[src/rtl/nsw_pkg.sv]
package nsw_pkg;
  typedef struct packed {
    logic top;
    logic mid;
    logic bot;
  } leg_gates_t;

  localparam leg_gates_t LEG_SAFE = 3'b011;
endpackage

[src/rtl/nsw_carrier.sv]
module nsw_carrier #(
  parameter int PEAK  = 16,
  parameter int MOD_W = 8
) (
  input  logic                    clk,
  input  logic                    rst,
  output logic signed [MOD_W-1:0] car_o,
  output logic                    smp_o
);
  localparam logic signed [MOD_W-1:0] PK = MOD_W'(PEAK);
  localparam logic signed [MOD_W-1:0] NK = -PK;

  logic up_q;

  always_ff @(posedge clk) begin
    if (rst) begin
      car_o <= NK;
      up_q  <= 1'b1;
    end else if (up_q) begin
      car_o <= car_o + MOD_W'(1);
      if (car_o == PK - MOD_W'(1)) up_q <= 1'b0;
    end else begin
      car_o <= car_o - MOD_W'(1);
      if (car_o == NK + MOD_W'(1)) up_q <= 1'b1;
    end
  end

  assign smp_o = (car_o == PK) || (car_o == NK);

  p_range_r3: assert property (@(posedge clk) disable iff (rst)
    (car_o <= PK) && (car_o >= NK));
  p_step_r3: assert property (@(posedge clk) disable iff (rst)
    !$past(rst) |-> (((car_o - $past(car_o)) == 1) || ((car_o - $past(car_o)) == -1)));
  p_turn_r3: assert property (@(posedge clk) disable iff (rst)
    smp_o |=> !smp_o);
endmodule

[src/rtl/nsw_leg_hold.sv]
module nsw_leg_hold #(
  parameter int PEAK  = 16,
  parameter int MOD_W = 8
) (
  input  logic                    clk,
  input  logic                    rst,
  input  logic                    smp_i,
  input  logic signed [MOD_W-1:0] top_in,
  input  logic signed [MOD_W-1:0] bot_in,
  output logic signed [MOD_W-1:0] top_q,
  output logic signed [MOD_W-1:0] bot_q,
  output logic                    fault_q
);
  localparam logic signed [MOD_W-1:0] PK = MOD_W'(PEAK);
  localparam logic signed [MOD_W-1:0] NK = -PK;

  function automatic logic signed [MOD_W-1:0] limit(input logic signed [MOD_W-1:0] v);
    if (v > PK) return PK;
    if (v < NK) return NK;
    return v;
  endfunction

  logic signed [MOD_W-1:0] top_s, bot_s, floor_s;
  logic                    inverted;

  always_comb begin
    top_s    = limit(top_in);
    bot_s    = limit(bot_in);
    floor_s  = -bot_s;
    inverted = top_s < floor_s;
  end

  always_ff @(posedge clk) begin
    if (rst) begin
      top_q   <= '0;
      bot_q   <= '0;
      fault_q <= 1'b0;
    end else if (smp_i) begin
      bot_q   <= bot_s;
      top_q   <= inverted ? floor_s : top_s;
      fault_q <= inverted;
    end
  end

  p_hold_r6: assert property (@(posedge clk) disable iff (rst)
    !smp_i |=> ($stable(top_q) && $stable(bot_q) && $stable(fault_q)));
  p_order_r7: assert property (@(posedge clk) disable iff (rst)
    top_q >= -bot_q);
  p_fault_r7: assert property (@(posedge clk) disable iff (rst)
    fault_q |-> (top_q == -bot_q));
  p_sat_r8: assert property (@(posedge clk) disable iff (rst)
    (top_q <= PK) && (top_q >= NK) && (bot_q <= PK) && (bot_q >= NK));
endmodule

[src/rtl/nsw_leg_gate.sv]
module nsw_leg_gate
  import nsw_pkg::*;
#(
  parameter int MOD_W = 8
) (
  input  logic                    clk,
  input  logic                    rst,
  input  logic signed [MOD_W-1:0] car_i,
  input  logic signed [MOD_W-1:0] top_ref,
  input  logic signed [MOD_W-1:0] bot_ref,
  output leg_gates_t              g_q
);
  logic on_top, on_bot;

  always_comb begin
    on_top = car_i < top_ref;
    on_bot = car_i >= -bot_ref;
  end

  always_ff @(posedge clk) begin
    if (rst) begin
      g_q <= LEG_SAFE;
    end else begin
      g_q.top <= on_top;
      g_q.bot <= on_bot;
      g_q.mid <= !(on_top && on_bot);
    end
  end

  p_two_on_r1: assert property (@(posedge clk) disable iff (rst)
    $countones(g_q) == 2);
  p_outer_r1: assert property (@(posedge clk) disable iff (rst)
    g_q.top || g_q.bot);
endmodule

[src/rtl/nsw_gate_top.sv]
module nsw_gate_top
  import nsw_pkg::*;
#(
  parameter int LEGS   = 3,
  parameter int MOD_W  = 18,
  parameter int CLK_HZ = 250_000_000,
  parameter int FSW_HZ = 1000
) (
  input  logic                        clk,
  input  logic                        rst,
  input  logic [LEGS-1:0][MOD_W-1:0]  mod_top_i,
  input  logic [LEGS-1:0][MOD_W-1:0]  mod_bot_i,
  output logic [MOD_W-1:0]            carrier_o,
  output logic [LEGS-1:0]             gate_top_o,
  output logic [LEGS-1:0]             gate_mid_o,
  output logic [LEGS-1:0]             gate_bot_o,
  output logic [LEGS-1:0]             fault_o
);
  localparam int PEAK = CLK_HZ / (4 * FSW_HZ);

  logic signed [MOD_W-1:0] car;
  logic                    smp;

  nsw_carrier #(.PEAK(PEAK), .MOD_W(MOD_W)) u_car (
    .clk  (clk),
    .rst  (rst),
    .car_o(car),
    .smp_o(smp)
  );

  assign carrier_o = car;

  for (genvar g = 0; g < LEGS; g++) begin : g_leg
    logic signed [MOD_W-1:0] top_h, bot_h;
    leg_gates_t              gates;

    nsw_leg_hold #(.PEAK(PEAK), .MOD_W(MOD_W)) u_hold (
      .clk    (clk),
      .rst    (rst),
      .smp_i  (smp),
      .top_in ($signed(mod_top_i[g])),
      .bot_in ($signed(mod_bot_i[g])),
      .top_q  (top_h),
      .bot_q  (bot_h),
      .fault_q(fault_o[g])
    );

    nsw_leg_gate #(.MOD_W(MOD_W)) u_gate (
      .clk    (clk),
      .rst    (rst),
      .car_i  (car),
      .top_ref(top_h),
      .bot_ref(bot_h),
      .g_q    (gates)
    );

    assign gate_top_o[g] = gates.top;
    assign gate_mid_o[g] = gates.mid;
    assign gate_bot_o[g] = gates.bot;
  end
endmodule

[config.mk]
export PLATFORM = sky130hd
export DESIGN_NAME = nsw_gate_top
export DESIGN_NICKNAME = d
export VERILOG_FILES = /design/src/rtl/nsw_pkg.sv /design/src/rtl/nsw_carrier.sv /design/src/rtl/nsw_leg_hold.sv /design/src/rtl/nsw_leg_gate.sv /design/src/rtl/nsw_gate_top.sv
export SDC_FILE = /design/constraint.sdc
export NUM_CORES = 1
export LEC_CHECK = 0
export BUFFER_PORTS_ARGS = -buffer_cell sky130_fd_sc_hd__buf_2
export CELL_PAD_IN_SITES_DETAIL_PLACEMENT = 1
export CELL_PAD_IN_SITES_GLOBAL_PLACEMENT = 1
export CORE_MARGIN = 2
export CORE_UTILIZATION = 49
export DETAILED_ROUTE_END_ITERATION = 16
export PLACE_DENSITY = 0.95
export SYNTH_ARGS = -nofsm -noshare
export SYNTH_HDL_FRONTEND = slang
export SYNTH_SLANG_ARGS = --single-unit
[constraint.sdc]
create_clock -name clk -period 12.2 [get_ports clk]
set_input_delay 1.22 -clock clk [delete_from_list [all_inputs] [get_ports clk]]
set_output_delay 1.22 -clock clk [all_outputs]
set_load 0.01 [all_outputs]
======== Word-level counts from Yosys, hierarchy flattened ========
Cells that the tools add are included.
Widths: inputs -> output; s select.
word-level totals
  register bits ........................... 139
  input port bits ......................... 110
  logic and storage cells ................. 109
operators by class
  $add $sub $neg .......................... 8
  magnitude comparators ................... 21
  equal/unequal tests ..................... 4
  mux-type cells .......................... 49
  reductions and logical operators ........ 7
operator list
  cell                   count
  $mux 18                28
  $gt 18x17->1 const B   6
  $lt 18x17->1 const B   6
  $lt 18x18->1           6
  $neg 18->18            6
  $eq 18x17->1 const B   4
  $ge 18x18->1           3
  $mux 1                 21
  $add 18x2->18 const B  1
  $sub 18x2->18 const B  1
  $logic_and 1x1->1      3
  $logic_not 1->1        3
  $logic_or 1x1->1       1

======== Longest topological paths before layout ========
  word-level depth ........................ 8
  gate-level depth with buffers ........... 27
  gate-level depth less buffers ........... 23

======== By module ========
A second synthesis with hierarchy kept.
unflattened totals
  cell total of the unflattened synthesis .. 1879
  area total of the unflattened synthesis .. 13972.2 um2
by module, submodules not included
  module        times used  cells an instance  area each (um2)  seq. area each (um2)
  nsw_leg_hold  3           409                2954.1           740.7
  nsw_leg_gate  3           157                1209.9           60.1
  nsw_carrier   1           181                1480.2           380.4

======== Least setup slack after synthesis ========
Ideal clock, no wire load.
  kind .................................... input port to flip-flop
  start point ............................. in mod_bot_i[39] (netlist bit)
  end point ............................... reg g_leg[2].u_hold.top_q[3]
  arrival ................................. 6.003 ns
  required time ........................... 12.140 ns
  setup slack ............................. 6.137 ns
  cell stages on the path ................. 26
  path through ............................ clkbuf_1 > a31oi_1 > nor2_1 > o21ai_0 > nand2_1 > nand3_1 > ha_1 > clkbuf_1 > clkbuf_1 > a21oi_1 > nand2_1 > ha_1 > nand3_1 > nor4_1 > nand4b_1 > and3_1 > ha_1 > and3_1 > nand4_1 > nor4_1 > nand2_1 > o211ai_1 > buf_2 > mux2_2 > nor3_1 > a221o_1
between the ends
  longest elaborated chain between the ends .. 8
ends and longest elaborated chain
  what                  RTL line            source
  from (decl)           nsw_gate_top.sv:12  input logic [LEGS-1:0][MOD_W-1:0] mod_bot_i,
  $lt 18x17->1          nsw_leg_hold.sv:19  if (v < NK) return NK;
  $mux 1 (2 in a row)   nsw_leg_hold.sv:19
  $mux 18               nsw_leg_hold.sv:20  return v;
  $mux 18 *             nsw_leg_hold.sv:19
  $neg 18->18 *         nsw_leg_hold.sv:29  floor_s = -bot_s;
  $lt 18x18->1          nsw_leg_hold.sv:30  inverted = top_s < floor_s;
  $mux 18 *             nsw_leg_hold.sv:40  top_q <= inverted ? floor_s : top_s;
  to (signal assigned)  nsw_leg_hold.sv:40
  to (decl)             nsw_leg_hold.sv:10  output logic signed [MOD_W-1:0] top_q,
Mark *: on every way between the ends. The rest lies on a longest branch, timed or not. The select of a mux whose other input is x is not followed.
A chain may end at the register's enable or synchronous reset.

======== Worst setup path after layout ========
  start point ............................. in mod_bot_i[14] (netlist bit)
  end point ............................... reg g_leg[0].u_hold.top_q[14]
between the ends
  longest elaborated chain between the ends .. 8
ends and longest elaborated chain
  what                  RTL line
  $lt 18x17->1          nsw_leg_hold.sv:19
  $mux 1 (2 in a row)   nsw_leg_hold.sv:19
  $mux 18               nsw_leg_hold.sv:20
  $mux 18 *             nsw_leg_hold.sv:19
  $neg 18->18 *         nsw_leg_hold.sv:29
  $lt 18x18->1          nsw_leg_hold.sv:30
  $mux 18 *             nsw_leg_hold.sv:40
  to (signal assigned)  nsw_leg_hold.sv:40
  to (decl)             nsw_leg_hold.sv:10
Marked as above.

==> out/summary.txt <==
Sw Share: 43.1%
Critical-path top delay cell: nor3_1
Worst slew pin tran: 1.31 ns
Register area share after synthesis: 20.7%
Clock slew at reported path FFs: 0.07 ns
Pins over their slew limit: 0
Inserted Clock Buffers: 17
Ranking of synthesized cells by area: dfxtp_1 21%, ha_1 17%, o21ai_0 4.3%, nand2_1 4.2%, nor2_1 3.9%
Worst rel slew slack: 12.1%
Longest Clk Path Bufs: 2
Root buf cell: clkbuf_16
Post-synth top flop: dfxtp_1
# IOs: 140
Worst Hold Depth: 2
Register area: 0.00278 mm^2
Crit path max fanout: 23
Status: finished clean
Die X: 170 um
RSZ-0062 raised after global routing: no
Gate power share: 46.1%
Max Cap Viol: 0
# Post-CTS Setup Buffers: 0
Worst skew pair latency: 0.46 ns
Setup TNS Final: 0 ns
Mux share of post-synthesis cell area: 1.32%
Routed WL per cell: 23.8 um
Clock group share of total power: 24.9%
P_leak: 0.00625 uW
Pre-Repair DR Iteration Count: 5
Pwr Density: 139 mW/mm^2
Routed wl met2: 24800 um
Post-Syn Instances: 1761
Critical path, cell by cell: buf_2 > or4_1 > o211ai_1 > ha_1 > inv_1 > and3_1 > nand2_1 > ha_1 > nor3b_1 > and3_1 > nand3_1 > xor2_1 > o21ai_0 > ha_1 > nand2_1 > o21ai_0 > a21o_1 > a2111oi_0 > a21oi_1 > nor3_1 > nor3_1 > a2111oi_0
Gpl congestion: 0.925
Worst Clk Skew: 0.0177 ns
CTS tree: done
DRC: 0
GRT Util Overall: 36.2%
Netlist cell types: 77
R2R Setup Slk: 7.87 ns
Startpoint Class: input port
Final Setup Violations: 0
Mapped Nets: 2056
Post-Synth Simple-Gate Area: 21.8%
Worst endpoint required time: 12.49 ns
Arr. time, crit path: 8.34 ns
Yosys warning count: 0
Grt total ovfl: 0
Vias in the first global route: 15500
Cell Area, Synth: 0.0134 mm^2
CP peak stage delay: 1.14 ns
Top-area cell type share of the netlist area: 20.7%
Largest family of logic cells by synthesized area: compound AO/OA/AOI/OAI gates
Layout fillers: 3408
DR vias/cell: 6.75
Chip Height: 170 um
Yosys reg bits: 139
Internal Pwr Total: 1180 uW
Synth Area in Compound Gates: 25.6%
Final #Nets: 2146
DPL Wire Length: 35300 um
Async SR Flop Fraction: 0%
Critical R2R Launch: u_car.car_o[10]
Commonest non-fill, non-tap cells in the layout: 184 x ha_1, 149 x nand2_1, 140 x nor2_1, 139 x dfxtp_1, 139 x buf_2
Period minus WS final: 8.05 ns
Most common cell after layout, fill and taps aside: ha_1
Cell row count: 60
CTS Hold Buffers Added: 0
Syn_area_per_cell: 7.63 um^2
Multi-input logic area: 0.00980 mm^2
Initial core utilization: 49.8%
Routed metal-1 wire length: 20500 um
Kind of critical path: in2reg
Ant diodes: 0
Port Buffers: 139
Post-synth EDFFs: 0
H-tree depth: 4
Initial antenna violation count: 0
Synth Area in Adders: 17.3%
Vias: 14900
Psw: 892 uW
Die area: 0.0288 mm^2
Post-Synth XOR/XNOR Area: 6.91%
Dominant cell type by area after synthesis: dfxtp_1
Layout cells sized above 1: 11.1%
Hold Startpoint: g_leg[0].u_hold.top_q[13]
Final hold violations: 0
Reg2reg path depth: 9
Crit end category: flop
Power, Total: 2070 uW
Sink Count: 139
Post-cts sizing count: 0
Top routing layer in use: met4
Largest net degree at the start of global routing: 100
First-pass GRT wire length: 82800 um
Antenna viol nets, final: 0
Peak supply drop: 0.122 mV
Area Growth Syn to Fin: 10.7%
Critical Path Most Common Cell: ha_1
Routed WL: 52500 um
WL met3: 4030 um
Worst min path class: reg2reg
Max Freq: 0.124 GHz
RR Endpoint: g_leg[0].u_hold.top_q[9]
Worst Hold Endpoint: g_leg[0].u_hold.top_q[13]
Sequential power share: 28.9%
CORE AREA: 0.0270 mm^2
Initial DRC count: 1282
Tcrit/Tclk final: 66.0%
-- area by class of cell --
type                       instances  share of cell area, %
clock buffer                      20                   2.94
sequential                       139                   18.7
clock inverter                    12                  0.791
multi-input combinational       1406                   65.9
inverter                         135                   3.41
timing repair buffer             152                   5.34
tap                              341                   2.87
-- state kept, by name (all words and copies together), names as in the netlist --
register / cells
g_leg.u_gate.g_q: 9
g_leg.u_hold.bot_q: 54
g_leg.u_hold.fault_q: 3
g_leg.u_hold.top_q: 54
u_car.car_o: 18
u_car.up_q: 1
-- stage by stage --
stage,setup WS (ns),utilization [%],area (um^2),cells,hold WS [ns]
detailed placement,4.31,53.1,14300,2173,0.452
finish,4.15,55.2,14900,2205,0.470
global placement,4.60,53.1,14300,2173,0.439
global route,3.53,55.2,14900,2205,0.496
CTS,4.44,55.2,14900,2205,0.467
floorplan,6.14,-,13400,1761,0.425
-- cells in the mapped netlist (11+ instances only) --
cell and instances:
ha_1 184, nand2_1 149, nor2_1 141, dfxtp_1 139, inv_1 135, o21ai_0 116, a21oi_1 105, clkbuf_1 62
xnor2_1 57, o21a_1 52, xor2_1 49, nor3_1 48, nand3_1 47, nor4_1 38, o211ai_1 36, a211oi_1 34
nand4_1 34, a21o_1 30, nand2b_1 28, a31oi_1 15, or3_1 15, or4_1 15, a21boi_0 14, a311oi_1 13
mux2i_1 13, and3_1 12, nor2b_1 11, o221ai_1 11
-- metal layers --
metal  GRT usage, %  vias to the layer above
li1               -                     6651
met1           42.6                     7133
met2           61.6                      820
met3           6.23                      273
met4           21.6                        0
met5              0                        -
-- worst max path at each step --
stage	start	slack (ns)	cells after the start	endpoint
after CTS	mod_bot_i[14]	4.44	22	g_leg[0].u_hold.top_q[14]
after global placement	mod_bot_i[14]	4.60	22	g_leg[0].u_hold.top_q[14]
after global routing	mod_bot_i[14]	3.53	22	g_leg[0].u_hold.top_q[14]
final	mod_bot_i[14]	4.15	22	g_leg[0].u_hold.top_q[14]
after detailed placement	mod_bot_i[14]	4.31	22	g_leg[0].u_hold.top_q[14]
after floorplan	mod_bot_i[39]	6.14	26	g_leg[2].u_hold.top_q[3]
-- worst max-delay path: cells and delay by family --
| family | cells | cell delay (ns) |
|---|---|---|
| fa+ha+maj | 3 | 1.08 |
| xor+xnor | 1 | 0.17 |
| simple gates | 9 | 3.14 |
| buf+inv | 2 | 0.47 |
| compound gates | 7 | 2.23 |
-- cells by family after synthesis --
group / Yosys count
mux: 17
simple gates: 585
compound gates: 513
fa+ha+maj: 185
flops: 139
xor+xnor: 106
buf+inv: 216
-- power by group through the flow --
stage / clock (uW) / sequential, uW / combinational (uW)
floorplan: 0 / 584 / 635
global placement: 0 / 598 / 818
detailed placement: 0 / 604 / 885
CTS: 513 / 596 / 930
global route: 533 / 605 / 1040
finish: 516 / 598 / 954
No activity file was read; power rests on OpenSTA's default activity.
